<file path="src/rtl/sm_pkg.sv">
package sm_pkg;
    typedef enum logic [0:0] {
        ST_IDLE = 1'b0,
        ST_EMIT = 1'b1
    } emit_state_t;
endpackage

</file>
<file path="src/rtl/sm_mag_cmp.sv">
module sm_mag_cmp #(
    parameter int W = 7
) (
    input  logic [W-1:0] mag_x,
    input  logic [W-1:0] mag_y,
    output logic         x_ge_y
);
    always_comb begin
        x_ge_y = (mag_x >= mag_y);
    end
endmodule

</file>
<file path="src/rtl/sm_mag_unit.sv">
module sm_mag_unit #(
    parameter int W = 7
) (
    input  logic [W-1:0] big_mag,
    input  logic [W-1:0] small_mag,
    input  logic         subtract,
    output logic [W-1:0] res_mag,
    output logic         carry
);
    logic [W:0] wide_sum;

    always_comb begin
        if (subtract) begin
            wide_sum = {1'b0, big_mag} - {1'b0, small_mag};
        end else begin
            wide_sum = {1'b0, big_mag} + {1'b0, small_mag};
        end
        res_mag = wide_sum[W-1:0];
        carry   = subtract ? 1'b0 : wide_sum[W];
    end
endmodule

</file>
<file path="src/rtl/sm_widen.sv">
module sm_widen #(
    parameter int NI = 8,
    parameter int NO = 16
) (
    input  logic [NI-1:0] narrow,
    output logic [NO-1:0] wide
);
    localparam int FILL = NO - NI;

    generate
        if (FILL > 0) begin : g_pad
            assign wide = {narrow[NI-1], {FILL{1'b0}}, narrow[NI-2:0]};
        end else begin : g_same
            assign wide = narrow[NO-1:0];
        end
    endgenerate
endmodule

</file>
<file path="src/rtl/sm_addsub.sv">
module sm_addsub #(
    parameter int N = 8
) (
    input  logic           clk,
    input  logic           rst,
    input  logic           in_valid,
    input  logic           op_sub,
    input  logic [N-1:0]   opnd_a,
    input  logic [N-1:0]   opnd_b,
    output logic [N-1:0]   sum_out,
    output logic           ovf_out,
    output logic           out_valid,
    output logic [2*N-1:0] wide_out
);
    import sm_pkg::*;

    localparam int MW = N - 1;
    localparam int WW = 2 * N;

    emit_state_t state_q, state_d;

    logic          a_sgn, b_sgn_eff, signs_diff, a_ge_b;
    logic [MW-1:0] a_mag, b_mag, big_mag, small_mag, res_mag;
    logic          carry, raw_sign, res_sign, ovf_d;
    logic [N-1:0]  res_d;
    logic [WW-1:0] wide_d;

    // Operand split; subtraction flips B's sign only.
    always_comb begin
        a_sgn      = opnd_a[N-1];
        a_mag      = opnd_a[MW-1:0];
        b_sgn_eff  = opnd_b[N-1] ^ op_sub;
        b_mag      = opnd_b[MW-1:0];
        signs_diff = a_sgn ^ b_sgn_eff;
    end

    sm_mag_cmp #(.W(MW)) u_cmp (
        .mag_x  (a_mag),
        .mag_y  (b_mag),
        .x_ge_y (a_ge_b)
    );

    always_comb begin
        big_mag   = a_ge_b ? a_mag : b_mag;
        small_mag = a_ge_b ? b_mag : a_mag;
    end

    sm_mag_unit #(.W(MW)) u_unit (
        .big_mag   (big_mag),
        .small_mag (small_mag),
        .subtract  (signs_diff),
        .res_mag   (res_mag),
        .carry     (carry)
    );

    // Sign of larger operand; zero magnitude folds to +0.
    always_comb begin
        if (signs_diff) begin
            raw_sign = a_ge_b ? a_sgn : b_sgn_eff;
        end else begin
            raw_sign = a_sgn;
        end
        res_sign = raw_sign & (|res_mag);
        res_d    = {res_sign, res_mag};
        ovf_d    = ~signs_diff & carry;
    end

    sm_widen #(.NI(N), .NO(WW)) u_widen (
        .narrow (res_d),
        .wide   (wide_d)
    );

    // Next-state logic
    always_comb begin
        state_d = state_q;
        unique case (state_q)
            ST_IDLE: state_d = in_valid ? ST_EMIT : ST_IDLE;   // LOAD
            ST_EMIT: state_d = in_valid ? ST_EMIT : ST_IDLE;   // RELOAD / DRAIN
            default: state_d = ST_IDLE;
        endcase
    end

    // State register
    always_ff @(posedge clk) begin
        if (rst) begin
            state_q <= ST_IDLE;
        end else begin
            state_q <= state_d;
        end
    end

    // Output registers
    always_ff @(posedge clk) begin
        if (rst) begin
            sum_out  <= '0;
            ovf_out  <= 1'b0;
            wide_out <= '0;
        end else if (in_valid) begin
            sum_out  <= res_d;
            ovf_out  <= ovf_d;
            wide_out <= wide_d;
        end
    end

    assign out_valid = (state_q == ST_EMIT);
endmodule

</file>
<file path="config.mk">
export PLATFORM = sky130hd
export DESIGN_NAME = sm_addsub
export DESIGN_NICKNAME = d
export VERILOG_FILES = /design/src/rtl/sm_pkg.sv /design/src/rtl/sm_mag_cmp.sv /design/src/rtl/sm_mag_unit.sv /design/src/rtl/sm_widen.sv /design/src/rtl/sm_addsub.sv
export SDC_FILE = /design/constraint.sdc
export NUM_CORES = 1
export LEC_CHECK = 0
export BUFFER_PORTS_ARGS = -buffer_cell sky130_fd_sc_hd__buf_2
export CELL_PAD_IN_SITES_DETAIL_PLACEMENT = 2
export CELL_PAD_IN_SITES_GLOBAL_PLACEMENT = 2
export CORE_MARGIN = 4
export CORE_UTILIZATION = 32
export DETAILED_ROUTE_END_ITERATION = 10
export PLACE_DENSITY_LB_ADDON = 0.08
export SLEW_MARGIN = 20
export SYNTH_ARGS = -nofsm -noshare
export SYNTH_HDL_FRONTEND = slang
export SYNTH_HIERARCHICAL = 1
export SYNTH_SLANG_ARGS = --single-unit
</file>
<file path="constraint.sdc">
create_clock -name clk -period 6 [get_ports clk]
set_input_delay 1.2 -clock clk [delete_from_list [all_inputs] [get_ports clk]]
set_output_delay 1.2 -clock clk [all_outputs]
set_load 0.1 [all_outputs]
</file>
=== Yosys cells after proc, flatten, opt, wreduce, memory -nomap -nowiden ===
Index checks and enable logic that the tools add are counted.

* Flip-flop bits (word level): 10
* Input bits: 20
* Output and inout bits: 26
* Logic and storage cells: 19

* $add $sub $neg: 2
* Order comparisons: 1
* Multiplexer cells: 7
* Bitwise operators: 5
* Reduce and logical (&&, ||, !) cells: 1

{| class="wikitable"
|+ Operators by type and width
! kind !! count
|-
| $mux W7 || 2
|-
| $add A7 B7 Y8 || 1
|-
| $mux W8 || 1
|-
| $sub A7 B7 Y8 || 1
|-
| $ge A7 B7 Y1 || 1
|-
| $reduce_or A7 Y1 || 1
|-
| $mux W1 || 4
|-
| $and A1 B1 Y1 || 2
|-
| $xor A1 B1 Y1 || 2
|-
| $not A1 Y1 || 1
|}

=== Logic depth before layout (Yosys ltp) ===
* Word-level depth: 6
* Depth in mapped cells: 23
* Gate-level depth less buffers: 20

=== Cells and area by module ===
Netlist, hierarchy kept.

{| class="wikitable"
|+ By module, submodules not included
! module !! times used !! cells an instance !! area each (sq um) !! seq. area each (sq um)
|-
| sm_addsub || 1 || 108 || 1141.1 || 520.5
|-
| sm_mag_unit || 1 || 63 || 445.4 || 0.0
|-
| sm_mag_cmp || 1 || 23 || 166.4 || 0.0
|-
| sm_widen || 1 || 17 || 123.9 || 0.0
|}

=== Worst setup path after synthesis ===
Ideal clock, no wire load.

* Kind: input to register
* Start: in opnd_b[2]
* End: reg wide_out[15]
* Setup time: 126 ps
* Data arrival time: 4846 ps
* Slack: 1029 ps
* Stages: 23
* Cells stage by stage: inv_1 ha_1 a21o_1 a31oi_1 o21ai_1 buf_2 buf_2 mux2_1 inv_1 ha_1 nor2_1 xnor2_1 ha_1 o21ai_1 a21oi_1 or4b_1 o2111ai_1 or4_4 nor4_4 nor2_1 buf_4 mux2i_1 nor2_1

* Longest elaborated chain between the ends: 6

{| class="wikitable"
|+ Ends and longest elaborated chain
! what !! line !! text
|-
| start: declaration || sm_addsub.sv:9 || <nowiki>input logic [N-1:0] opnd_b,</nowiki>
|-
| $ge A7 B7 Y1 * || sm_mag_cmp.sv:9 || <nowiki>x_ge_y = (mag_x >= mag_y);</nowiki>
|-
| via a_ge_b || sm_addsub.sv:22 || <nowiki>logic a_sgn, b_sgn_eff, signs_diff, a_ge_b;</nowiki>
|-
| $mux W7 * || sm_addsub.sv:45 || <nowiki>small_mag = a_ge_b ? b_mag : a_mag;</nowiki>
|-
| via small_mag[0] || sm_addsub.sv:23 || <nowiki>logic [MW-1:0] a_mag, b_mag, big_mag, small_mag, res_mag;</nowiki>
|-
| $add A7 B7 Y8 or $sub A7 B7 Y8 (tied branches) || sm_mag_unit.sv:16, sm_mag_unit.sv:14 ||
|-
| $mux W8 * || sm_mag_unit.sv:13 || <nowiki>if (subtract) begin</nowiki>
|-
| via res_mag[5] || sm_addsub.sv:23 ||
|-
| $reduce_or A7 Y1 * || sm_addsub.sv:63 || <nowiki>res_sign = raw_sign & (|res_mag);</nowiki>
|-
| $and A1 B1 Y1 * || sm_addsub.sv:63 ||
|-
| via res_sign || sm_addsub.sv:24 || <nowiki>logic carry, raw_sign, res_sign, ovf_d;</nowiki>
|-
| end signal: assignment || sm_addsub.sv:101 || <nowiki>wide_out <= wide_d;</nowiki>
|-
| end: declaration || sm_addsub.sv:13 || <nowiki>output logic [2*N-1:0] wide_out</nowiki>
|}

Mark *: on every way through the listed nets, which the timed path passes. The rest lies on a longest branch.
A chain may end at the register's enable or synchronous reset.

=== Final worst setup path ===
Ends and elaborated chain as after synthesis.

==> impl_metrics.py <==
metrics = {
    "finish": {
        "area_growth_pct": 13.6,
        "drive_gt1_share_pct": 25.9,
        "layout.nets": 280,
        "diodes": 0,
    },
    "synth": {
        "seq_area_frac_synth_pct": 27.7,
        "synthArstFlopShare_pct": 0,
        "yosysMostFrequentCell": "nor2_1",
        "ys.flop_type": "dfxtp_1",
        "ys_warn_count": 6,
        "synth_edf_count": 0,
        "synth_area_leaders": "dfxtp_1 (28%), mux2i_1 (14%), ha_1 (10%)",
        "synth.distinct_cells": 38,
        "synth_top_area_cell": "dfxtp_1",
        "synthTopCellsByCount": "nor2_1 (31), dfxtp_1 (26), mux2i_1 (26)",
        "syn_inst": 211,
        "syn_avg_cell_area_um2": 8.89,
        "synth_area_um2": 1880,
        "yosysTopAreaCellShare_pct": 27.7,
        "ys_ff_latch": 26,
    },
    "sta": {
        "slew_violations": 0,
        "worst-slew-pin-transition_ns": 0.724,
        "fin_ws_ns": 0.948,
        "final.period_utilization_pct": 84.2,
        "tns_ns": 0,
        "rsz0062_at_grt": "no",
        "setup_viol": 0,
        "final_hold_viol_count": 0,
        "slew_headroom_pct": 51.7,
        "fmaxAchievable_ghz": 0.198,
        "fin_crit_ns": 5.05,
        "hold_slack_ns": 0.498,
        "clock_skew_ns": 0,
    },
    "grt": {
        "grt_pass1_wl_um": 7770,
        "grt_usage_pct": 12.8,
        "grt_start_max_net_pins": 28,
        "grt_pass1_vias": 1638,
        "overflow": 0,
        "antenna_found_initial": 0,
    },
    "setup_path": {
        "path_class": "input pin to flop",
        "arrival_ns": 5.20,
        "crit_required_ns": 6.15,
        "endpoint_kind": "flop",
        "path_cells": "buf_2 -> inv_1 -> ha_1 -> a21o_1 -> a31oi_1 -> o21ai_1 -> buf_4 -> mux2_1 -> nor3_1 -> a31oi_1 -> xnor2_1 -> ha_1 -> xnor2_1 -> or4_4 -> nor4_4 -> nor2_1 -> mux2i_1 -> nor2_1",
        "cpPeakStageDelay_ns": 0.47,
        "crit_path_max_fanout": 9,
        "critical-path-top-delay-family": "simple AND/OR/NAND/NOR gates",
        "startpoint_type": "input pin",
        "path_buf_inv": 3,
        "crit_slowest_cell": "o21ai_1",
    },
    "route": {
        "routedWlPerCell_um": 13.5,
        "first_iter_violations": 27,
        "ant_nets": 0,
        "dr_total_vias": 1489,
        "dr.pass1.iters": 4,
        "drcViolationCount": 0,
        "wl_um": 4270,
        "via_per_inst": 4.73,
    },
    "power_and_ir_drop": {
        "power_frac_seq_pct": 24.5,
        "leakagePower_nw": 1.07,
        "p_comb_share_pct": 59.2,
        "switching_share_pct": 51.5,
        "clkPwrFrac_pct": 16.3,
        "p_per_area_nw_per_um2": 417,
        "p_int_uw": 431,
        "peakVddDrop_v": 0.000176,
        "switchingPower_uw": 458,
    },
    "placement": {
        "place_congestion": 0.721,
        "pre_cts_ws_ns": 0.590,
        "port_buffers": 45,
        "hpwl_um": 3530,
    },
    "clock_tree": {
        "hold_buffers": 0,
        "numCtsBuffers": 3,
        "cts_num_sinks": 26,
        "cts.path.max_buffers": 2,
        "ctsHtreeMaxLevel": 1,
        "cts_setup_buffers": 0,
        "insertion_delay_ns": 0.26,
        "cts_tree": "yes",
        "cts_root_buffer": "clkbuf_8",
        "cts-resized-gates": 0,
        "clkSlewWorstSetupHoldPaths_ns": 0.09,
    },
    "floorplan": {
        "num_io_pins": 46,
        "die_area_um2": 7150,
        "dieWidth_um": 84.6,
        "num_rows": 27,
        "start_util_pct": 33.5,
        "die_h_um": 84.6,
        "core_um2": 5610,
    },
    "min_path": {
        "hold_path_class": "flop to flop",
    },
    "outcome": {
        "status": "completed",
    },
    "flow_run": {
        "maxCapViolations": 0,
    },
}
-- through the flow --
stage               cells  power [mW]  util, %  area (um^2)
floorplan             218       0.702        -         1900
global placement      311       0.750     36.7         2060
detailed placement    311       0.755     36.7         2060
CTS                   315       0.907     38.0         2130
global route          315       0.956     38.0         2130
finish                315       0.889     38.0         2130
-- metal layers --
layer | GRT usage [%] | routed length (um) | share of wire [%]
met5 | 0 | 0 | 0
met4 | 1.73 | 14 | 0.33
met3 | 2.45 | 115 | 2.7
met2 | 22.6 | 2160 | 50
met1 | 16.6 | 1980 | 46
-- sequential cells by signal, indices dropped and copies added, names as in the netlist --
| signal | count |
|---|---|
| sum_out | 8 |
| ovf_out | 1 |
| wide_out | 16 |
| out_valid | 1 |
-- cell families after synthesis --
logic type                 Yosys count  synth area share, %
adders and majority gates           16                 11.1
DFF                                 26                 27.7
xor gates and xnor gates            10                 4.67
AOI/OAI and AO/OA                   24                 8.13
other                                1                0.200
buffers and inverters               42                 12.2
and+or+nand+nor                     52                 13.7
muxes                               40                 22.3
-- cells in the final DEF, fill, tap and decap left out, types with 3 or more instances in the layout --
cell type	Yosys	routed
a21oi_1	7	7
a31oi_1	3	3
buf_2	3	45
clkbuf_8	0	3
conb_1	1	8
dfxtp_1	26	26
ha_1	15	15
inv_1	17	17
mux2_1	3	3
mux2_2	11	11
mux2i_1	26	26
nand2_1	5	5
nand2b_1	3	3
nor2_1	31	31
xnor2_1	7	7
xor2_1	3	3
-- worst paths after layout --
check	startpoint	end	slack [ns]	depth (start not counted)
max reg2reg	sum_out[2]$_SDFFE_PP0P_	sum_out[2]$_SDFFE_PP0P_	5.34	2
min reg2reg	sum_out[0]$_SDFFE_PP0P_	sum_out[0]$_SDFFE_PP0P_	0.50	2
max	opnd_b[2]	wide_out[15]$_SDFFE_PP0P_	0.95	18
min	sum_out[0]$_SDFFE_PP0P_	sum_out[0]$_SDFFE_PP0P_	0.50	2
-- tightest hold or removal path, delay by kind of cell, from the launching register on --
kind / cells / cell delay (ns)
simple gates: 1 / 0.07
mux: 1 / 0.06
flops: 1 / 0.33
-- final cells by class --
type / instances / area, um^2
multi-input cells: 150 / 1150
repair buffers: 46 / 233
clock inverters: 1 / 30.0
fillers: 691 / 3480
clock buffers: 3 / 41.3
inverters: 17 / 63.8
well taps: 72 / 90.1
flip-flops and latches: 26 / 520
-- power by group through the flow --
stage	combinational [mW]	sequential [mW]	clock (mW)
4_1_cts	0.537	0.219	0.151
3_3_place_gp	0.528	0.222	0
6_report	0.526	0.218	0.144
5_1_grt	0.575	0.223	0.158
2_1_floorplan	0.264	0.439	0
3_5_place_dp	0.533	0.222	0
(Power assumes the default switching activity.)
